==> config.mk <==
export PLATFORM = sky130hd
export DESIGN_NAME = ivt_timer
export DESIGN_NICKNAME = d
export VERILOG_FILES = /design/src/rtl/ivt_pkg.sv /design/src/rtl/ivt_prescaler.sv /design/src/rtl/ivt_regs.sv /design/src/rtl/ivt_counter.sv /design/src/rtl/ivt_timer.sv
export SDC_FILE = /design/constraint.sdc
export NUM_CORES = 1
export LEC_CHECK = 0
export ABC_AREA = 1
export BUFFER_PORTS_ARGS = -buffer_cell sky130_fd_sc_hd__buf_4
export CELL_PAD_IN_SITES_DETAIL_PLACEMENT = 2
export CELL_PAD_IN_SITES_GLOBAL_PLACEMENT = 2
export CORE_MARGIN = 2
export CORE_UTILIZATION = 33
export CTS_BUF_LIST = sky130_fd_sc_hd__clkbuf_2
export DETAILED_ROUTE_END_ITERATION = 10
export PLACE_DENSITY_LB_ADDON = 0.1
export RECOVER_POWER = 50
export SETUP_SLACK_MARGIN = 0.15
export SLEW_MARGIN = 10
export SYNTH_ARGS = -nofsm -noshare
export SYNTH_HDL_FRONTEND = slang
export SYNTH_SLANG_ARGS = --single-unit
==> constraint.sdc <==
create_clock -name clk -period 2.2 [get_ports clk]
set_input_delay 0 -clock clk [delete_from_list [all_inputs] [get_ports clk]]
set_output_delay 0 -clock clk [all_outputs]
set_load 0.1 [all_outputs]
==> src/rtl/ivt_pkg.sv <==
`timescale 1ns/1ps
package ivt_pkg;

    // Register word indices
    localparam int IDX_LOAD   = 0;
    localparam int IDX_VALUE  = 1;
    localparam int IDX_CTRL   = 2;
    localparam int IDX_CLEAR  = 3;
    localparam int IDX_RAW    = 4;
    localparam int IDX_MASKED = 5;
    localparam int IDX_BGLOAD = 6;

    // Control bit positions
    localparam int B_ONESHOT  = 0;
    localparam int B_WIDE     = 1;
    localparam int B_PS_LO    = 2;
    localparam int B_PS_HI    = 3;
    localparam int B_IE       = 5;
    localparam int B_PERIODIC = 6;
    localparam int B_EN       = 7;

    typedef struct packed {
        logic       en;
        logic       periodic;
        logic       ie;
        logic [1:0] ps;
        logic       wide;
        logic       oneshot;
    } ctrl_t;

    typedef enum logic [1:0] {
        ST_IDLE  = 2'd0,
        ST_COUNT = 2'd1,
        ST_HALT  = 2'd2
    } cnt_state_e;

endpackage

==> src/rtl/ivt_prescaler.sv <==
`timescale 1ns/1ps
module ivt_prescaler #(
    parameter int LOG_DIV_MID = 4,
    parameter int LOG_DIV_MAX = 8
) (
    input  logic       clk,
    input  logic       rst_n,
    input  logic       restart,
    input  logic       run,
    input  logic       tick_en,
    input  logic [1:0] sel,
    output logic       strobe
);
    localparam int PCW = LOG_DIV_MAX;
    localparam logic [PCW-1:0] MID_MASK = PCW'((1 << LOG_DIV_MID) - 1);

    logic [PCW-1:0] phase_q;
    logic [PCW-1:0] need;

    // Phase bits that must all be ones for a divided tick to pass
    always_comb begin
        unique case (sel)
            2'b01:   need = MID_MASK;
            2'b10:   need = '1;
            default: need = '0;
        endcase
    end

    assign strobe = run & tick_en & ((phase_q & need) == need);

    always_ff @(posedge clk or negedge rst_n) begin
        if (!rst_n) begin
            phase_q <= '0;
        end else if (restart) begin
            phase_q <= '0;
        end else if (run && tick_en) begin
            phase_q <= phase_q + 1'b1;
        end
    end
endmodule

==> src/rtl/ivt_regs.sv <==
`timescale 1ns/1ps
module ivt_regs
    import ivt_pkg::*;
#(
    parameter int DATA_W = 32,
    parameter int IDX_W  = 3
) (
    input  logic              clk,
    input  logic              rst_n,
    input  logic              we,
    input  logic [IDX_W-1:0]  idx,
    input  logic [DATA_W-1:0] wdata,
    input  logic              expire,
    input  logic [DATA_W-1:0] cur_value,
    output ctrl_t             ctrl_q,
    output logic [DATA_W-1:0] reload_q,
    output logic              raw_q,
    output logic              load_wr,
    output logic              ctrl_wr,
    output logic [DATA_W-1:0] rdata
);
    logic              bg_wr;
    logic              clr_wr;
    logic [DATA_W-1:0] ctrl_word;

    assign load_wr = we && (idx == IDX_W'(IDX_LOAD));
    assign bg_wr   = we && (idx == IDX_W'(IDX_BGLOAD));
    assign ctrl_wr = we && (idx == IDX_W'(IDX_CTRL));
    assign clr_wr  = we && (idx == IDX_W'(IDX_CLEAR));

    always_ff @(posedge clk or negedge rst_n) begin
        if (!rst_n) begin
            ctrl_q    <= '{ie: 1'b1, default: '0};
            reload_q  <= '0;
            raw_q     <= 1'b0;
        end else begin
            if (ctrl_wr) begin
                ctrl_q.en       <= wdata[B_EN];
                ctrl_q.periodic <= wdata[B_PERIODIC];
                ctrl_q.ie       <= wdata[B_IE];
                ctrl_q.ps       <= wdata[B_PS_HI:B_PS_LO];
                ctrl_q.wide     <= wdata[B_WIDE];
                ctrl_q.oneshot  <= wdata[B_ONESHOT];
            end
            if (load_wr || bg_wr) begin
                reload_q <= wdata;
            end
            // Expiry takes priority over a coincident clear
            if (expire) begin
                raw_q <= 1'b1;
            end else if (clr_wr) begin
                raw_q <= 1'b0;
            end
        end
    end

    always_comb begin
        ctrl_word                    = '0;
        ctrl_word[B_EN]              = ctrl_q.en;
        ctrl_word[B_PERIODIC]        = ctrl_q.periodic;
        ctrl_word[B_IE]              = ctrl_q.ie;
        ctrl_word[B_PS_HI:B_PS_LO]   = ctrl_q.ps;
        ctrl_word[B_WIDE]            = ctrl_q.wide;
        ctrl_word[B_ONESHOT]         = ctrl_q.oneshot;
    end

    always_comb begin
        rdata = '0;
        case (idx)
            IDX_W'(IDX_LOAD),
            IDX_W'(IDX_BGLOAD): rdata = reload_q;
            IDX_W'(IDX_VALUE):  rdata = cur_value;
            IDX_W'(IDX_CTRL):   rdata = ctrl_word;
            IDX_W'(IDX_RAW):    rdata = DATA_W'(raw_q);
            IDX_W'(IDX_MASKED): rdata = DATA_W'(raw_q & ctrl_q.ie);
            default:            rdata = '0;
        endcase
    end
endmodule

==> src/rtl/ivt_counter.sv <==
`timescale 1ns/1ps
module ivt_counter
    import ivt_pkg::*;
#(
    parameter int DATA_W   = 32,
    parameter int NARROW_W = 16
) (
    input  logic              clk,
    input  logic              rst_n,
    input  logic              en,
    input  logic              periodic,
    input  logic              oneshot,
    input  logic              wide,
    input  logic [DATA_W-1:0] reload,
    input  logic              load_wr,
    input  logic [DATA_W-1:0] load_data,
    input  logic              ctrl_wr,
    input  logic              new_en,
    input  logic              new_oneshot,
    input  logic              strobe,
    output logic [DATA_W-1:0] value,
    output logic              expire,
    output logic              run,
    output cnt_state_e        state
);
    localparam logic [DATA_W-1:0] NARROW_MASK =
        {{(DATA_W-NARROW_W){1'b0}}, {NARROW_W{1'b1}}};

    cnt_state_e        state_n;
    logic [DATA_W-1:0] cnt_q;
    logic [DATA_W-1:0] cnt_n;
    logic [DATA_W-1:0] width_mask;
    logic [DATA_W-1:0] target;
    logic [DATA_W-1:0] cur;
    logic              free_run;

    assign width_mask = wide ? '1 : NARROW_MASK;
    assign free_run   = !periodic && !oneshot;
    assign target     = free_run ? width_mask : (reload & width_mask);
    assign cur        = cnt_q & width_mask;
    assign value      = cur;
    assign run        = (state == ST_COUNT);

    // State register
    always_ff @(posedge clk or negedge rst_n) begin
        if (!rst_n) begin
            state <= ST_IDLE;
            cnt_q <= '0;
        end else begin
            state <= state_n;
            cnt_q <= cnt_n;
        end
    end

    // Next state and outputs
    always_comb begin
        state_n = state;
        cnt_n   = cnt_q;
        expire  = 1'b0;
        unique case (state)
            ST_IDLE: begin
                state_n = state;
            end
            ST_COUNT: begin
                if (strobe) begin
                    if (oneshot) begin
                        if (cur <= DATA_W'(1)) begin
                            cnt_n   = '0;
                            expire  = 1'b1;
                            state_n = ST_HALT;
                        end else begin
                            cnt_n = cur - 1'b1;
                        end
                    end else if (cur == '0) begin
                        cnt_n  = target;
                        expire = (target == '0);
                    end else begin
                        cnt_n  = cur - 1'b1;
                        expire = (cur == DATA_W'(1));
                    end
                end
            end
            ST_HALT: begin
                state_n = state;
            end
            default: begin
                state_n = ST_IDLE;
            end
        endcase

        // Control write: pause this cycle, then apply the new mode
        if (ctrl_wr) begin
            cnt_n  = cnt_q;
            expire = 1'b0;
            if (!new_en) begin
                state_n = ST_IDLE;
            end else if (state == ST_HALT && new_oneshot) begin
                state_n = ST_HALT;
            end else begin
                state_n = ST_COUNT;
            end
        end else if (load_wr) begin
            cnt_n   = load_data;
            expire  = 1'b0;
            state_n = en ? ST_COUNT : ST_IDLE;
        end
    end
endmodule

==> src/rtl/ivt_timer.sv <==
`timescale 1ns/1ps
module ivt_timer
    import ivt_pkg::*;
#(
    parameter int DATA_W      = 32,
    parameter int NARROW_W    = 16,
    parameter int IDX_W       = 3,
    parameter int PS_LOG_MID  = 4,
    parameter int PS_LOG_MAX  = 8
) (
    input  logic              clk,
    input  logic              rst_n,
    input  logic              tick_en,
    input  logic [IDX_W-1:0]  bus_addr,
    input  logic              bus_we,
    input  logic [DATA_W-1:0] bus_wdata,
    output logic [DATA_W-1:0] bus_rdata,
    output logic              irq
);
    ctrl_t             ctrl_q;
    logic [DATA_W-1:0] reload_q;
    logic              raw_q;
    logic              load_wr;
    logic              ctrl_wr;
    logic              expire;
    logic              strobe;
    logic              run;
    logic [DATA_W-1:0] cur_value;
    cnt_state_e        cnt_state;

    ivt_regs #(
        .DATA_W (DATA_W),
        .IDX_W  (IDX_W)
    ) u_regs (
        .clk       (clk),
        .rst_n     (rst_n),
        .we        (bus_we),
        .idx       (bus_addr),
        .wdata     (bus_wdata),
        .expire    (expire),
        .cur_value (cur_value),
        .ctrl_q    (ctrl_q),
        .reload_q  (reload_q),
        .raw_q     (raw_q),
        .load_wr   (load_wr),
        .ctrl_wr   (ctrl_wr),
        .rdata     (bus_rdata)
    );

    ivt_prescaler #(
        .LOG_DIV_MID (PS_LOG_MID),
        .LOG_DIV_MAX (PS_LOG_MAX)
    ) u_pre (
        .clk     (clk),
        .rst_n   (rst_n),
        .restart (ctrl_wr),
        .run     (run),
        .tick_en (tick_en),
        .sel     (ctrl_q.ps),
        .strobe  (strobe)
    );

    ivt_counter #(
        .DATA_W   (DATA_W),
        .NARROW_W (NARROW_W)
    ) u_cnt (
        .clk         (clk),
        .rst_n       (rst_n),
        .en          (ctrl_q.en),
        .periodic    (ctrl_q.periodic),
        .oneshot     (ctrl_q.oneshot),
        .wide        (ctrl_q.wide),
        .reload      (reload_q),
        .load_wr     (load_wr),
        .load_data   (bus_wdata),
        .ctrl_wr     (ctrl_wr),
        .new_en      (bus_wdata[B_EN]),
        .new_oneshot (bus_wdata[B_ONESHOT]),
        .strobe      (strobe),
        .value       (cur_value),
        .expire      (expire),
        .run         (run),
        .state       (cnt_state)
    );

    assign irq = raw_q & ctrl_q.ie;
endmodule

* Word level (Yosys, flattened, before mapping)
Index checks and enable logic that the tools add are counted.
** Storage, ports and cells
- Flip-flop bits (word level) :: 82
- Input port bits :: 39
- Output and inout port bits :: 33
** Operators by class
- $add $sub $neg :: 2
- $lt $le $gt $ge :: 1
- Equality and inequality tests :: 16
- Multiplexer cells :: 30
- Bitwise logic cells :: 8
- Reduce and logical (&&, ||, !) cells :: 22
** Operator list (count)
- $mux W32 :: 8
- $pmux W32 S5 :: 1
- $and A32 B32 Y32 :: 2
- $logic_not A32 Y1 :: 2
- $eq A32 B1 Y1 const B :: 1
- $le A32 B1 Y1 const B :: 1
- $sub A32 B1 Y32 const B :: 1
- $mux W8 :: 2
- $pmux W8 S2 :: 1
- $mux W2 :: 7
- $mux W1 :: 10
- $eq A3 B3 Y1 const B :: 3
- $add A8 B1 Y8 const B :: 1
- $and A8 B8 Y8 :: 1
- $eq A8 B8 Y1 :: 1
- $ne A4 B4 Y1 const B :: 2
- $reduce_bool A2 Y1 :: 4
- $logic_and A1 B1 Y1 :: 7
- $eq A3 B2 Y1 const B :: 2
- $and A1 B1 Y1 :: 4
- $eq A2 B1 Y1 const B :: 2
- $eq A2 B2 Y1 const B :: 2
- $ne A4 B3 Y1 const B :: 1
- $pmux W2 S2 :: 1
- other kinds (10) :: 12

* Logic depth before layout (Yosys ltp)
- Depth in word-level cells :: 11
- Depth in mapped cells :: 15

* Modules after synthesis
From an unflattened synthesis, not the netlist that was laid out.
** Second synthesis, totals
- Cells, all modules :: 1082
- Area, all modules :: 6603.8 um^2
** By module, submodules not included
- ivt_counter :: instances 1, cells each 714, area each 4026.4 um^2, seq. area each 850.8 um^2
- ivt_regs :: instances 1, cells each 299, area each 2058.2 um^2, seq. area each 1002.2 um^2
- ivt_prescaler :: instances 1, cells each 67, area each 511.7 um^2, seq. area each 200.2 um^2
- ivt_timer :: instances 1, cells each 2, area each 7.5 um^2, seq. area each 0.0 um^2

* Least setup slack after synthesis
Ideal clock, no wire load.
- Path kind :: flip-flop to output port
- Start :: reg u_regs.ctrl_q[1] (netlist name)
- End :: out bus_rdata[29]
- Arrival time :: 2.154 ns
- Required time :: 2.200 ns
- Slack :: 0.046 ns
- Cell stages (with the launch flop) :: 5
- Buffers on the path :: 2
- Cell sequence :: dfrtp_1 > buf_6 > buf_12 > nand2_2 > o22ai_1
** On the way
- Cells in the longest elaborated chain, start to end :: 3
** Ends and longest elaborated chain
- $mux W32 :: RTL line ivt_counter.sv:37 : assign width_mask = wide ? '1 : NARROW_MASK;
- $and A32 B32 Y32 :: RTL line ivt_counter.sv:40 : assign cur = cnt_q & width_mask;
- $pmux W32 S5 :: RTL line ivt_regs.sv:69 : case (idx)
- to (decl) :: RTL line ivt_timer.sv:17 : output logic [DATA_W-1:0] bus_rdata,
Every way passes these cells.

* Worst setup path after layout
- Start :: reg u_cnt.state[0]
- End :: reg u_cnt.cnt_q[19]
** On the way
- Cells in the longest elaborated chain, start to end :: 5
- Elaborated cells between the ends (all ways) :: 6
- Classes of those cells :: 1 x eq/ne; 2 x bitwise; 3 x reduce/logical
** Ends and longest elaborated chain
- from (decl) :: RTL line ivt_counter.sv:24 : output cnt_state_e state
- from (signal assigned) :: RTL line ivt_counter.sv:50 : state <= state_n;
- $eq A2 B1 Y1 * :: RTL line ivt_counter.sv:42, ivt_counter.sv:60
- $and A1 B1 Y1 (2 in a row) :: RTL line ivt_prescaler.sv:29 : assign strobe = run & tick_en & ((phase_q & need) == need);
- $reduce_bool A2 Y1 (no source line)
- $reduce_and A3 Y1 (no source line) *
- to (signal assigned) :: RTL line ivt_counter.sv:51 : cnt_q <= cnt_n;
- to (decl) :: RTL line ivt_counter.sv:30 : logic [DATA_W-1:0] cnt_q;
Every way passes the cells marked *; elsewhere a longest branch is shown, timed or not.
A chain may end at the register's enable or synchronous reset.

==> run metrics <==
DP Wirelength=18.81 mm; CP max stage delay=0.45 ns; library cells used by synthesis=40; Crit Path Max Fanout=59; top cells by area, synth=dfrtp_1, nand2_1, nor2_1; Fin Hold WS=0.05287 ns; design area=0.009050 mm^2; vias in the first global route=8,326; Most used DFF post-synth=dfrtp_1; Slew @ Worst Pin=1.372 ns; count of input and output buffers=71; largest net degree at the start of global routing=65; CP Capture Type=flop; failing checks=setup timing; Antenna Nets Post-Route=0; total congestion overflow=0; clk buf depth=2; Reg-to-Reg End=u_cnt.cnt_q[19]; Area Overhead vs Synth=49.32%; Die Span Y=139.5 um; die area=0.01947 mm^2; Crit. Startpoint=u_cnt.state[0]; nets=1,179; Setup CP Type=flop to flop; CP startpoint kind=flop; Worst R2R Path Depth=9; layout cells sized above 1=27.63%; Vias/cell=5.841; Most Crowded Layer GR=met2; #FFs+latches synth=82; HP Start=bus_wdata[17]; Rel. slew slack=8.534%; Post-Syn Instances=947; Tmin final=2.340 ns; area fraction of the dominant cell type after synthesis=33.44%; Hold WC Path Type=primary input to flop; I/O pins=72; CTS Buf Count=9; Synth Cell Area=0.006061 mm^2; sequential area share after synthesis=33.88%; most numerous cell in the Yosys netlist=nand2_1; Starting Density=33.74%; Clock Latency Late Sink=0.69 ns; DP Area=0.007278 mm^2; DR iter-0 viols=537; clock sinks=82; crit-path cells=inv_1 -> nor2_1 -> nand2_1 -> nor3_2 -> o21ai_4 -> buf_12 -> nor2_1 -> nand2_1 -> nand2_1; area of the multi-input gates=0.004113 mm^2; # setup viols final=20; Reg area=0.002059 mm^2; Yosys top cell by area=dfrtp_1; CTS tree=yes; # rows=49; drc violations=0; initial antenna violation count=1; total wire length=38.70 mm; Worst EP required=2.81 ns; Max-cap violations=0; Hold Violations, Final=0; Max Fclk=0.4273 GHz; # fillers=2,045; Clock Skews=0.04536 ns; crit-path most repeated cell=nand2_1; met2 usage=54.93%; non-filler cells, final=1,370; PD cells=1211 mW/mm^2; Clock Root Buffer=clkbuf_2; M3 GR Usage=4.680%; RSZ-0062 raised after global routing=yes; core box area=0.01796 mm^2; placed cell count=1,265; Critical Path End=u_cnt.cnt_q[19]; synth cell count leaders=nand2_1, nor2_1, inv_1, dfrtp_1, o21ai_0; slowest CP cell=dfrtp_1; Max H-tree Level=3; Yosys warning count=0; P_leak=4.513 nW; total number of vias=8,002; Tot Pwr=0.01096 W; Tot GR Track Use=30.94%; routing usage on met1=38.42%; r2r setup slk=-0.14 ns; Die Wd=139.5 um; period utilization=106.4%; Placer Congestion=0.8708; Setup WS post-layout=-0.1404 ns; Post-synth ARST share=100.0%; Max Slew Vio Count=0; Mapped Nets=991; drt first pass iters=6; Worst-path clk slew=0.32 ns; outcome=finished with violations; Critical Path AT=2.95 ns; first-pass GRT wire length=47.29 mm; WL/cell=28.25 um; EDFF count, synth=0; Avg Cell Area, Syn=6.400 um^2; VDD IR max=525.0 uV; FF-to-FF Start=u_cnt.state[0]
## how the worst min path moves through the flow
stage	end	slack, ns	cells after the start
4_1_cts	u_regs.reload_q[21]	0.08	4
3_3_place_gp	u_regs.reload_q[8]	0.008	1
6_report	u_regs.reload_q[17]	0.05	4
5_1_grt	u_regs.reload_q[17]	0.07	4
2_1_floorplan	u_cnt.cnt_q[0]	-0.30	0
3_5_place_dp	u_regs.reload_q[8]	0.02	1
## report_power, final
part,leakage (nW),internal (W),switching (W),total [W]
registers,1.04,0.00195,0.000627,0.00258
clock network,0.0516,0.000150,0.000702,0.000853
logic,3.42,0.00242,0.00511,0.00753
## metal layers
metal | routed length (um) | vias to the layer above
met2 | 19620 | 349
met5 | 0 | -
met4 | 1688 | 0
met1 | 15390 | 4124
li1 | - | 3393
met3 | 2003 | 136
## cells in the final DEF (no fill, tap or decap), types with 4 or more instances in the layout
cell type      Yosys  layout
nand3_1           45      37
nand2_2           18      28
buf_12             1      18
dlygate4sd3_1      0      62
xnor2_1            8       7
nor3_1            11       8
dfrtp_2            0       5
nand2_8            1       7
nand4_1           11      11
ha_1               5       4
inv_1             95      93
o21ai_0           61      58
o21ai_2            0       6
nor2_2             6      21
dfrtp_1           81      76
a21oi_2            2       6
o221ai_1           6       4
nand2_4           10      18
nor2_4             1      14
o21ai_1           12       7
o22ai_4            0      10
buf_6              2      17
buf_4              2     110
nor3_2             1       4
o22ai_1           25       8
nand3b_1           5       5
xor2_1            15      15
nand3_2            0       7
o22ai_2            0       7
nor2_1           141     113
inv_2              4       4
nand2_1          307     283
clkinvlp_4         0       4
clkbuf_2           0      13
a21oi_1           28      23
## metrics by stage
stage                     TNS [ns]  utilization [%]  setup slack, ns
after global placement           0            40.52           0.1036
after CTS                        0            45.66          0.09231
after floorplan                  0                -          0.08234
after detailed placement         0            40.52          0.04630
final                      -0.9444            50.38          -0.1404
after global routing        -2.955            50.38          -0.2350
## sequential cells by signal, summed over array words and instances (netlist names)
signal,flops
u_cnt.cnt_q,32
u_cnt.state,2
u_pre.phase_q,8
u_regs.ctrl_q,7
u_regs.raw_q,1
u_regs.reload_q,32
## cells by family (layout without fill, tap and decap cells)
kind of cell | Yosys count | after routing | synth area share [%]
buf+inv | 137 | 330 | 9.248
compound gates | 140 | 140 | 12.88
fa+ha+maj | 5 | 5 | 1.032
xor+xnor | 23 | 23 | 3.324
simple gates | 560 | 560 | 39.64
flops | 82 | 82 | 33.88
other cells | 0 | 1 | 0
## repair_timing
action	4_1_cts	5_1_grt
buffers inserted	6	15
gates cloned	1	2
setup endpoints to repair	44	46
pin swaps	4	46
resized for setup	39	164
hold buffers	64	0
endpoints found under the hold margin	163	0
## worst max-delay path: cells and delay by family (launching register included)
kind | cells | cell delay, ns
flops | 1 | 0.45
compound gates | 1 | 0.10
buf+inv | 2 | 0.30
simple gates | 6 | 1.36
## cell type report
class | count | area share, %
clock inverters | 5 | 0.3456
diodes | 1 | 0.02765
multi-input cells | 728 | 45.44
flip-flops and latches | 82 | 22.76
inverters | 100 | 4.562
repair buffers | 214 | 23.09
clock buffers | 11 | 0.6083
well taps | 229 | 3.166
Power figures use the tool's default switching activity.
